[src/rtl/prio_pkg.sv]
package prio_pkg;

  function automatic int lg2c(input int v);
    int r;
    r = 0;
    while ((1 << r) < v) r++;
    return (r == 0) ? 1 : r;
  endfunction

  function automatic int tree_layers(input int w, input int b);
    int     l;
    longint p;
    l = 1;
    p = b;
    while (p < w) begin
      p = p * b;
      l++;
    end
    return l;
  endfunction

  function automatic int layer_nodes(input int w, input int b, input int k);
    longint p;
    p = b;
    for (int i = 0; i < k; i++) p = p * b;
    return int'((w + p - 1) / p);
  endfunction

endpackage

[src/rtl/pe_base.sv]
module pe_base
  import prio_pkg::*;
#(
  parameter int B      = 4,
  parameter int PREFIX = 1,
  parameter int LB     = lg2c(B)
) (
  input  logic [B-1:0]  r,
  output logic [LB-1:0] idx,
  output logic          hit
);

  if (PREFIX != 0) begin : g_prefix
    logic [B-1:0] th;
    logic [B-1:0] oh;
    always_comb begin
      th = r;
      for (int s = 1; s < B; s = s * 2) th = th | (th << s);
      oh = th & ~(th << 1);
      idx = '0;
      for (int i = 0; i < B; i++)
        if (oh[i]) idx = idx | LB'(i);
    end
    assign hit = th[B-1];
  end else begin : g_scan
    always_comb begin
      idx = '0;
      hit = 1'b0;
      for (int i = B - 1; i >= 0; i--)
        if (r[i]) begin
          idx = LB'(i);
          hit = 1'b1;
        end
    end
  end

endmodule

[src/rtl/pe_layer.sv]
module pe_layer
  import prio_pkg::*;
#(
  parameter int B      = 4,
  parameter int NK     = 1,
  parameter int PWI    = 0,
  parameter int PIPE   = 1,
  parameter int PREFIX = 1,
  parameter int LB     = lg2c(B),
  parameter int PWC    = (PWI > 0) ? PWI : 1,
  parameter int PWO    = PWI + LB
) (
  input  logic                  clk,
  input  logic                  rst_n,
  input  logic                  en,
  input  logic [NK*B-1:0]       rq,
  input  logic [NK*B*PWC-1:0]   sub,
  output logic [NK-1:0]         hit_o,
  output logic [NK*PWO-1:0]     part_o
);

  logic [NK-1:0]     hc;
  logic [NK*PWO-1:0] pcomb;

  for (genvar n = 0; n < NK; n++) begin : g_node
    logic [LB-1:0] li;
    pe_base #(.B(B), .PREFIX(PREFIX), .LB(LB)) u_b (
      .r   (rq[n*B +: B]),
      .idx (li),
      .hit (hc[n])
    );
    if (PWI == 0) begin : g_leaf
      assign pcomb[n*PWO +: PWO] = li;
    end else begin : g_mux
      always_comb begin
        int sel;
        sel = n * B + int'(li);
        pcomb[n*PWO +: PWO] = {li, sub[sel*PWC +: PWC]};
      end
    end
  end

  if (PWI == 0) begin : g_nosub
    logic unused_sub;
    assign unused_sub = ^sub;
  end

  if (PIPE != 0) begin : g_reg
    always_ff @(posedge clk or negedge rst_n) begin
      if (!rst_n) begin
        hit_o  <= '0;
        part_o <= '0;
      end else if (en) begin
        hit_o  <= hc;
        part_o <= pcomb;
      end
    end
  end else begin : g_comb
    logic unused_ctl;
    assign unused_ctl = clk ^ rst_n ^ en;
    assign hit_o  = hc;
    assign part_o = pcomb;
  end

endmodule

[src/rtl/prio_tree.sv]
module prio_tree
  import prio_pkg::*;
#(
  parameter int WIDTH  = 50,
  parameter int BASE   = 4,
  parameter int PREFIX = 1,
  parameter int PIPE   = 1,
  parameter int OW     = lg2c(WIDTH)
) (
  input  logic             clk_i,
  input  logic             rst_ni,
  input  logic             adv_i,
  input  logic [WIDTH-1:0] req_i,
  output logic [OW-1:0]    idx_o,
  output logic             found_o
);

  localparam int LB    = lg2c(BASE);
  localparam int NL    = tree_layers(WIDTH, BASE);
  localparam int NMAX  = layer_nodes(WIDTH, BASE, 0);
  localparam int PWMAX = NL * LB;
  localparam int PMAX  = NMAX * PWMAX;

  logic [NMAX-1:0] hit_all  [NL];
  logic [PMAX-1:0] part_all [NL];

  for (genvar k = 0; k < NL; k++) begin : g_lay
    localparam int NK  = layer_nodes(WIDTH, BASE, k);
    localparam int PWI = k * LB;
    localparam int PWC = (PWI > 0) ? PWI : 1;
    localparam int NIN = NK * BASE;
    localparam int SW  = NIN * PWC;
    localparam int PWO = PWI + LB;

    logic [NIN-1:0]    rin;
    logic [SW-1:0]     sin;
    logic [NK-1:0]     hit;
    logic [NK*PWO-1:0] part;

    if (k == 0) begin : g_first
      assign rin = NIN'(req_i);
      assign sin = '0;
    end else begin : g_next
      assign rin = NIN'(hit_all[k-1]);
      assign sin = SW'(part_all[k-1]);
    end

    pe_layer #(
      .B(BASE), .NK(NK), .PWI(PWI), .PIPE(PIPE), .PREFIX(PREFIX)
    ) u_layer (
      .clk    (clk_i),
      .rst_n  (rst_ni),
      .en     (adv_i),
      .rq     (rin),
      .sub    (sin),
      .hit_o  (hit),
      .part_o (part)
    );

    assign hit_all[k]  = NMAX'(hit);
    assign part_all[k] = PMAX'(part);
  end

  assign found_o = hit_all[NL-1][0];
  assign idx_o   = part_all[NL-1][OW-1:0];

  logic unused_tail;
  assign unused_tail = ^{hit_all[NL-1], part_all[NL-1]};

endmodule

[config.mk]
export PLATFORM = sky130hd
export DESIGN_NAME = prio_tree
export DESIGN_NICKNAME = d
export VERILOG_FILES = /design/src/rtl/prio_pkg.sv /design/src/rtl/pe_base.sv /design/src/rtl/pe_layer.sv /design/src/rtl/prio_tree.sv
export SDC_FILE = /design/constraint.sdc
export NUM_CORES = 1
export LEC_CHECK = 0
export BUFFER_PORTS_ARGS = -buffer_cell sky130_fd_sc_hd__buf_2
export CORE_ASPECT_RATIO = 0.75
export CORE_MARGIN = 2
export CORE_UTILIZATION = 59
export CTS_CLUSTER_DIAMETER = 200
export CTS_CLUSTER_SIZE = 14
export DETAILED_ROUTE_END_ITERATION = 10
export GPL_ROUTABILITY_DRIVEN = 0
export MAX_ROUTING_LAYER = met4
export PLACE_DENSITY_LB_ADDON = 0.05
export SLEW_MARGIN = 20
export SYNTH_ARGS = -nofsm -noshare
export SYNTH_HDL_FRONTEND = slang
export SYNTH_SLANG_ARGS = --single-unit
[constraint.sdc]
create_clock -name clk_i -period 3.4 [get_ports clk_i]
set_clock_uncertainty 0.1 [all_clocks]
set_input_delay 0 -clock clk_i [delete_from_list [all_inputs] [get_ports clk_i]]
set_output_delay 0 -clock clk_i [all_outputs]
set_load 0.05 [all_outputs]
Yosys cells after proc, flatten, opt, wreduce, memory -nomap -nowiden:

Index checks and enable logic that the tools add are counted.

* bits in registers: 66
* input bits: 53
* word-level logic and storage cells: 140

* add/sub/neg operators: 3
* shift operators: 5
* muxes and demuxes: 54
* bitwise gates (word level): 72

Operators by type and width (count)
* $or 4x4->4: 32
* $shiftx 32x32->2: 3
* $and 4x4->4: 18
* $mux 2: 36
* $not 4->4: 18
* $shiftx 32x4->2: 1
* $mux 1: 18
* $shiftx 16x5->4: 1
* $add 4x2->5 const A: 2
* $add 3x2->4 const A: 1
* $or 2x4->4: 1
* $or 3x4->4: 1
* $or 2x3->3: 1
* $or 1x2->2: 1

Longest topological paths before layout:

* word-level depth: 9
* depth in mapped cells: 5
* gate-level depth less buffers: 4

Cells and area by module:

Synthesis repeated with hierarchy kept, for this count alone.

* cell total of the unflattened synthesis: 323
* area, all modules: 3540.9 sq um

By module, submodules not included
* pe_layer at g_lay[0].u_layer: instances 1, cells each 82, area each 1493.9 sq um, sequential area each 975.9 sq um
* pe_layer at g_lay[1].u_layer: instances 1, cells each 83, area each 1039.7 sq um, sequential area each 500.5 sq um
* pe_base: instances 18, cells each 7, area each 35.0 sq um, sequential area each 0.0 sq um
* pe_layer at g_lay[2].u_layer: instances 1, cells each 31, area each 372.9 sq um, sequential area each 175.2 sq um
* prio_tree: instances 1, cells each 1, area each 3.8 sq um, sequential area each 0.0 sq um

Worst setup path before layout:

Ideal clock, no wire load.

* path type: register -> register
* start: register g_lay[1].u_layer.hit_o[0]
* end: register g_lay[2].u_layer.part_o[0]
* data arrival time: 1.084 ns
* data required time: 3.174 ns
* setup slack: 2.091 ns
* stages on the path, launching flop included: 5
* buffers on the path: 1
* period minus slack after synthesis: 1.309 ns
* cell sequence: dfrtp_1 > clkbuf_1 > or2_2 > a22oi_1 > a21oi_1

* cells in the longest elaborated chain, start to end: 8

Ends and longest elaborated chain
* start, declared: RTL line pe_layer.sv:18 `output logic [NK-1:0] hit_o,`
* start signal, assigned: RTL line pe_layer.sv:51 `hit_o <= '0;`
* start signal, assigned: RTL line pe_layer.sv:54 `hit_o <= hc;`
* $or 4x4->4 (*) (2 in a row): RTL line pe_base.sv:18 `for (int s = 1; s < B; s = s * 2) th = th | (th << s);`
* $not 4->4: RTL line pe_base.sv:19 `oh = th & ~(th << 1);`
* $and 4x4->4 (*): RTL line pe_base.sv:19
* $mux 1: RTL line pe_base.sv:22 `if (oh[i]) idx = idx | LB'(i);`
* $mux 2: RTL line pe_base.sv:22
* $mux 2 (*): RTL line pe_base.sv:22
* $shiftx 16x5->4 (*): RTL line pe_layer.sv:38 `pcomb[n*PWO +: PWO] = {li, sub[sel*PWC +: PWC]};`
* end signal, assigned: RTL line pe_layer.sv:55 `part_o <= pcomb;`
* end, declared: RTL line pe_layer.sv:19 `output logic [NK*PWO-1:0] part_o`

Every way passes the cells marked *; elsewhere a longest branch is shown, timed or not.
A chain may end at the register's enable or synchronous reset.

Worst setup path in the final report:

* start: input port req_i[6]
* end: register g_lay[0].u_layer.hit_o[1]

* cells in the longest elaborated chain, start to end: 2

Ends and longest elaborated chain
* start, declared: RTL line prio_tree.sv:13 `input logic [WIDTH-1:0] req_i,`
* $or 4x4->4 (2 in a row): RTL line pe_base.sv:18
* end signal, assigned: RTL line pe_layer.sv:51
* end signal, assigned: RTL line pe_layer.sv:54
* end, declared: RTL line pe_layer.sv:18

No other way between the ends.

==> out/results.ini <==
[clock_network]
clock_latency_ns=0.34
clockBufferDepth=2
root_buffer=clkbuf_8
clk_pin_slew_worst_paths_ns=0.06
cts_tree=yes
cts-buffers-inserted=9
cts_num_sinks=62
cts.repair.resized=0
post_cts_buffers=0
htree_levels=3
cts_hold_buffers=65

[floorplan]
core_sq_mm=0.004927
num_rows=22
dieArea_sq_mm=0.005758
die_h_um=66.22
die_w_um=86.96
start_util_pct=61.81
ios=60

[finish]
ff_latch_area_sq_mm=0.001551
fin_util_pct=85.45
fill_cells=273
nNetsFinal=492
antennaDiodeCount=0
layout_common_cells=72 x nor2_1, 65 x dlygate4sd3_1, 62 x dfrtp_1
multiInputGateArea_sq_mm=0.001340
area_growth_syn_to_layout_pct=38.25
layout_commonest_cell=nor2_1
layout-drive-gt1-share_pct=25.45

[worst_setup_path]
worst-setup-path-type=input pin to flip-flop
cp.arrival_ns=2.09
path_max_fanout=2
cp_data_required_time_ns=3.52
critPathLaunchType=input pin
crit_path_max_incr_delay_ns=0.60
worst_path_most_repeated_cell=dlygate4sd3_1
crit_chain=dlygate4sd3_1, buf_2, nor2_1, dlygate4sd3_1, a31oi_1, dlygate4sd3_1
crit_slowest_cell=dlygate4sd3_1
endpoint_kind=flip-flop

[min_path]
hold_path_class=input pin to flip-flop

[timing]
maxSlewViolCount=0
fin_tns_setup_ns=0
hold_violations=0
rsz0062_at_grt=no
setup_viol=0
max_freq_mhz=507.8
fin_crit_sh_pct=57.92
relSlewSlack_pct=41.52
tightestPinTransition_ns=0.8773
fin_crit_ns=1.969

[routing]
firstDrtPassIters=5
wire_per_inst_um=15.33
drtIter0Drc=189
drt_wl_total_um=7725
viasPerCell=5.647
ant_nets=0
drc=0
vias=2846

[grt]
grt_pass1_vias=2857
grt_overflow=0
grt_first_pass_wirelength_um=12770
antenna_found_initial=0
grt_max_degree=49
grt_usage_pct=30.05

[yosys]
syn_nets=371
ys_seq_area_share_pct=50.94
synthCells=318
synth.avg_cell_area_sq_um=9.577
syn_area_sq_mm=0.003045
yosysWarnings=0
synth_cell_types=34
ys_seq_elements=62

[power]
power_frac_comb_pct=15.8
ir_drop_mv=0.3082
pwr-share-seq_pct=47.5
p_leak_nw=1.926
swShare_pct=25.48
power_density_mw_per_mm2=419.1
intPower_mw=1.315
clkPwrFrac_pct=36.7
p_switching_uw=449.6

[placed_design]
io_buffer_count=59
dp_hpwl_um=4251

[run_status]
status=complete, no violations

[flow_run]
drv_cap=0

layout make-up:
class	count	share of cell area (%)
sequential	62	36.85
multi-input combinational	220	31.83
timing repair buffer	127	23.06
clock buffer	13	3.774
tap	60	1.783
inverter	19	1.694
clock inverter	3	1.010
cell families (layout without fill, tap and decap cells):
logic type             after synthesis  in the layout  synth area share, %
muxes                               31             31                11.46
DFF                                 62             62                50.95
and+or+nand+nor                    111            111                16.43
buffers and inverters               36            162                5.053
AOI/OAI and AO/OA                   78             78                16.11
sequential cells by signal (all words and copies together), names as in the netlist:
register and flops:
g_lay.u_layer.part_o 44, g_lay.u_layer.hit_o 18
metal layers:
metal | GRT usage [%] | wire length, um | up-vias | part of all wire (%)
met5 | - | 0 | - | 0
met4 | 12.70 | 233 | 0 | 3.0
met3 | 6.866 | 304 | 27 | 3.9
met2 | 51.72 | 3958 | 97 | 51
met1 | 33.90 | 3227 | 1372 | 42
li1 | - | - | 1350 | -
synthesized netlist by cell type:
cell	count	area share, %
nand3b_1	6	1.5
nor2_1	72	8.9
nand2b_1	1	0.21
mux2_2	31	11
and2_1	1	0.21
a21oi_1	31	5.1
or2_2	2	0.41
o22a_1	1	0.29
a221o_1	1	0.33
nand2_1	5	0.62
clkbuf_1	2	0.25
nand3_1	1	0.16
o22ai_1	1	0.21
nor3_1	18	3.0
o31ai_1	1	0.25
nor2b_1	3	0.62
nor2b_4	2	0.90
a221oi_2	2	0.99
dfrtp_1	62	51
o21a_1	1	0.25
a31oi_1	16	3.3
a21o_1	1	0.25
o21bai_1	1	0.25
a22oi_1	4	0.99
clkbuf_2	1	0.16
inv_1	19	2.3
o21ai_0	10	1.6
buf_2	14	2.3
o211ai_1	1	0.25
o211a_1	1	0.33
o41ai_1	2	0.58
a32oi_1	1	0.29
a211o_1	2	0.58
a22o_1	1	0.29
worst paths after layout:
path	depth (start not counted)	startpoint	slack (ns)	endpoint
max	6	req_i[6]	1.43	g_lay[0].u_layer.hit_o[1]
min	4	req_i[27]	0.007	g_lay[0].u_layer.part_o[13]
max reg2reg	3	g_lay[0].u_layer.hit_o[9]	1.83	g_lay[0].u_layer.hit_o[9]
min reg2reg	1	g_lay[2].u_layer.part_o[4]	0.40	g_lay[2].u_layer.part_o[4]
max in group asynchronous	3	rst_ni	2.40	g_lay[1].u_layer.part_o[7]
min in group asynchronous	2	rst_ni	0.14	g_lay[0].u_layer.hit_o[10]
worst max-delay path: cells and delay by family:
family	cells	cell delay, ns
buf+inv	4	1.88
compound gates	1	0.11
simple gates	1	0.09
power by group through the flow:
stage / registers, mW / clock network [mW] / logic (mW)
floorplan: 0.850 / 0 / 0.122
CTS: 0.836 / 0.654 / 0.269
finish: 0.837 / 0.648 / 0.279
detailed placement: 0.849 / 0 / 0.213
global placement: 0.847 / 0 / 0.205
global route: 0.844 / 0.689 / 0.306
metrics by stage:
step | total power, mW | hold slack [ns] | setup slack (ns) | std cells | instance area, sq um
final | 1.765 | 0.006988 | 1.431 | 504 | 4210
after global routing | 1.839 | 0.003434 | 1.401 | 504 | 4210
after detailed placement | 1.062 | 0.1226 | 1.651 | 423 | 3356
after floorplan | 0.9727 | -0.3956 | 2.091 | 318 | 3045
after global placement | 1.053 | 0.1191 | 1.673 | 423 | 3356
after CTS | 1.759 | 0.003320 | 1.544 | 504 | 4208
Power figures use the tool's default switching activity.
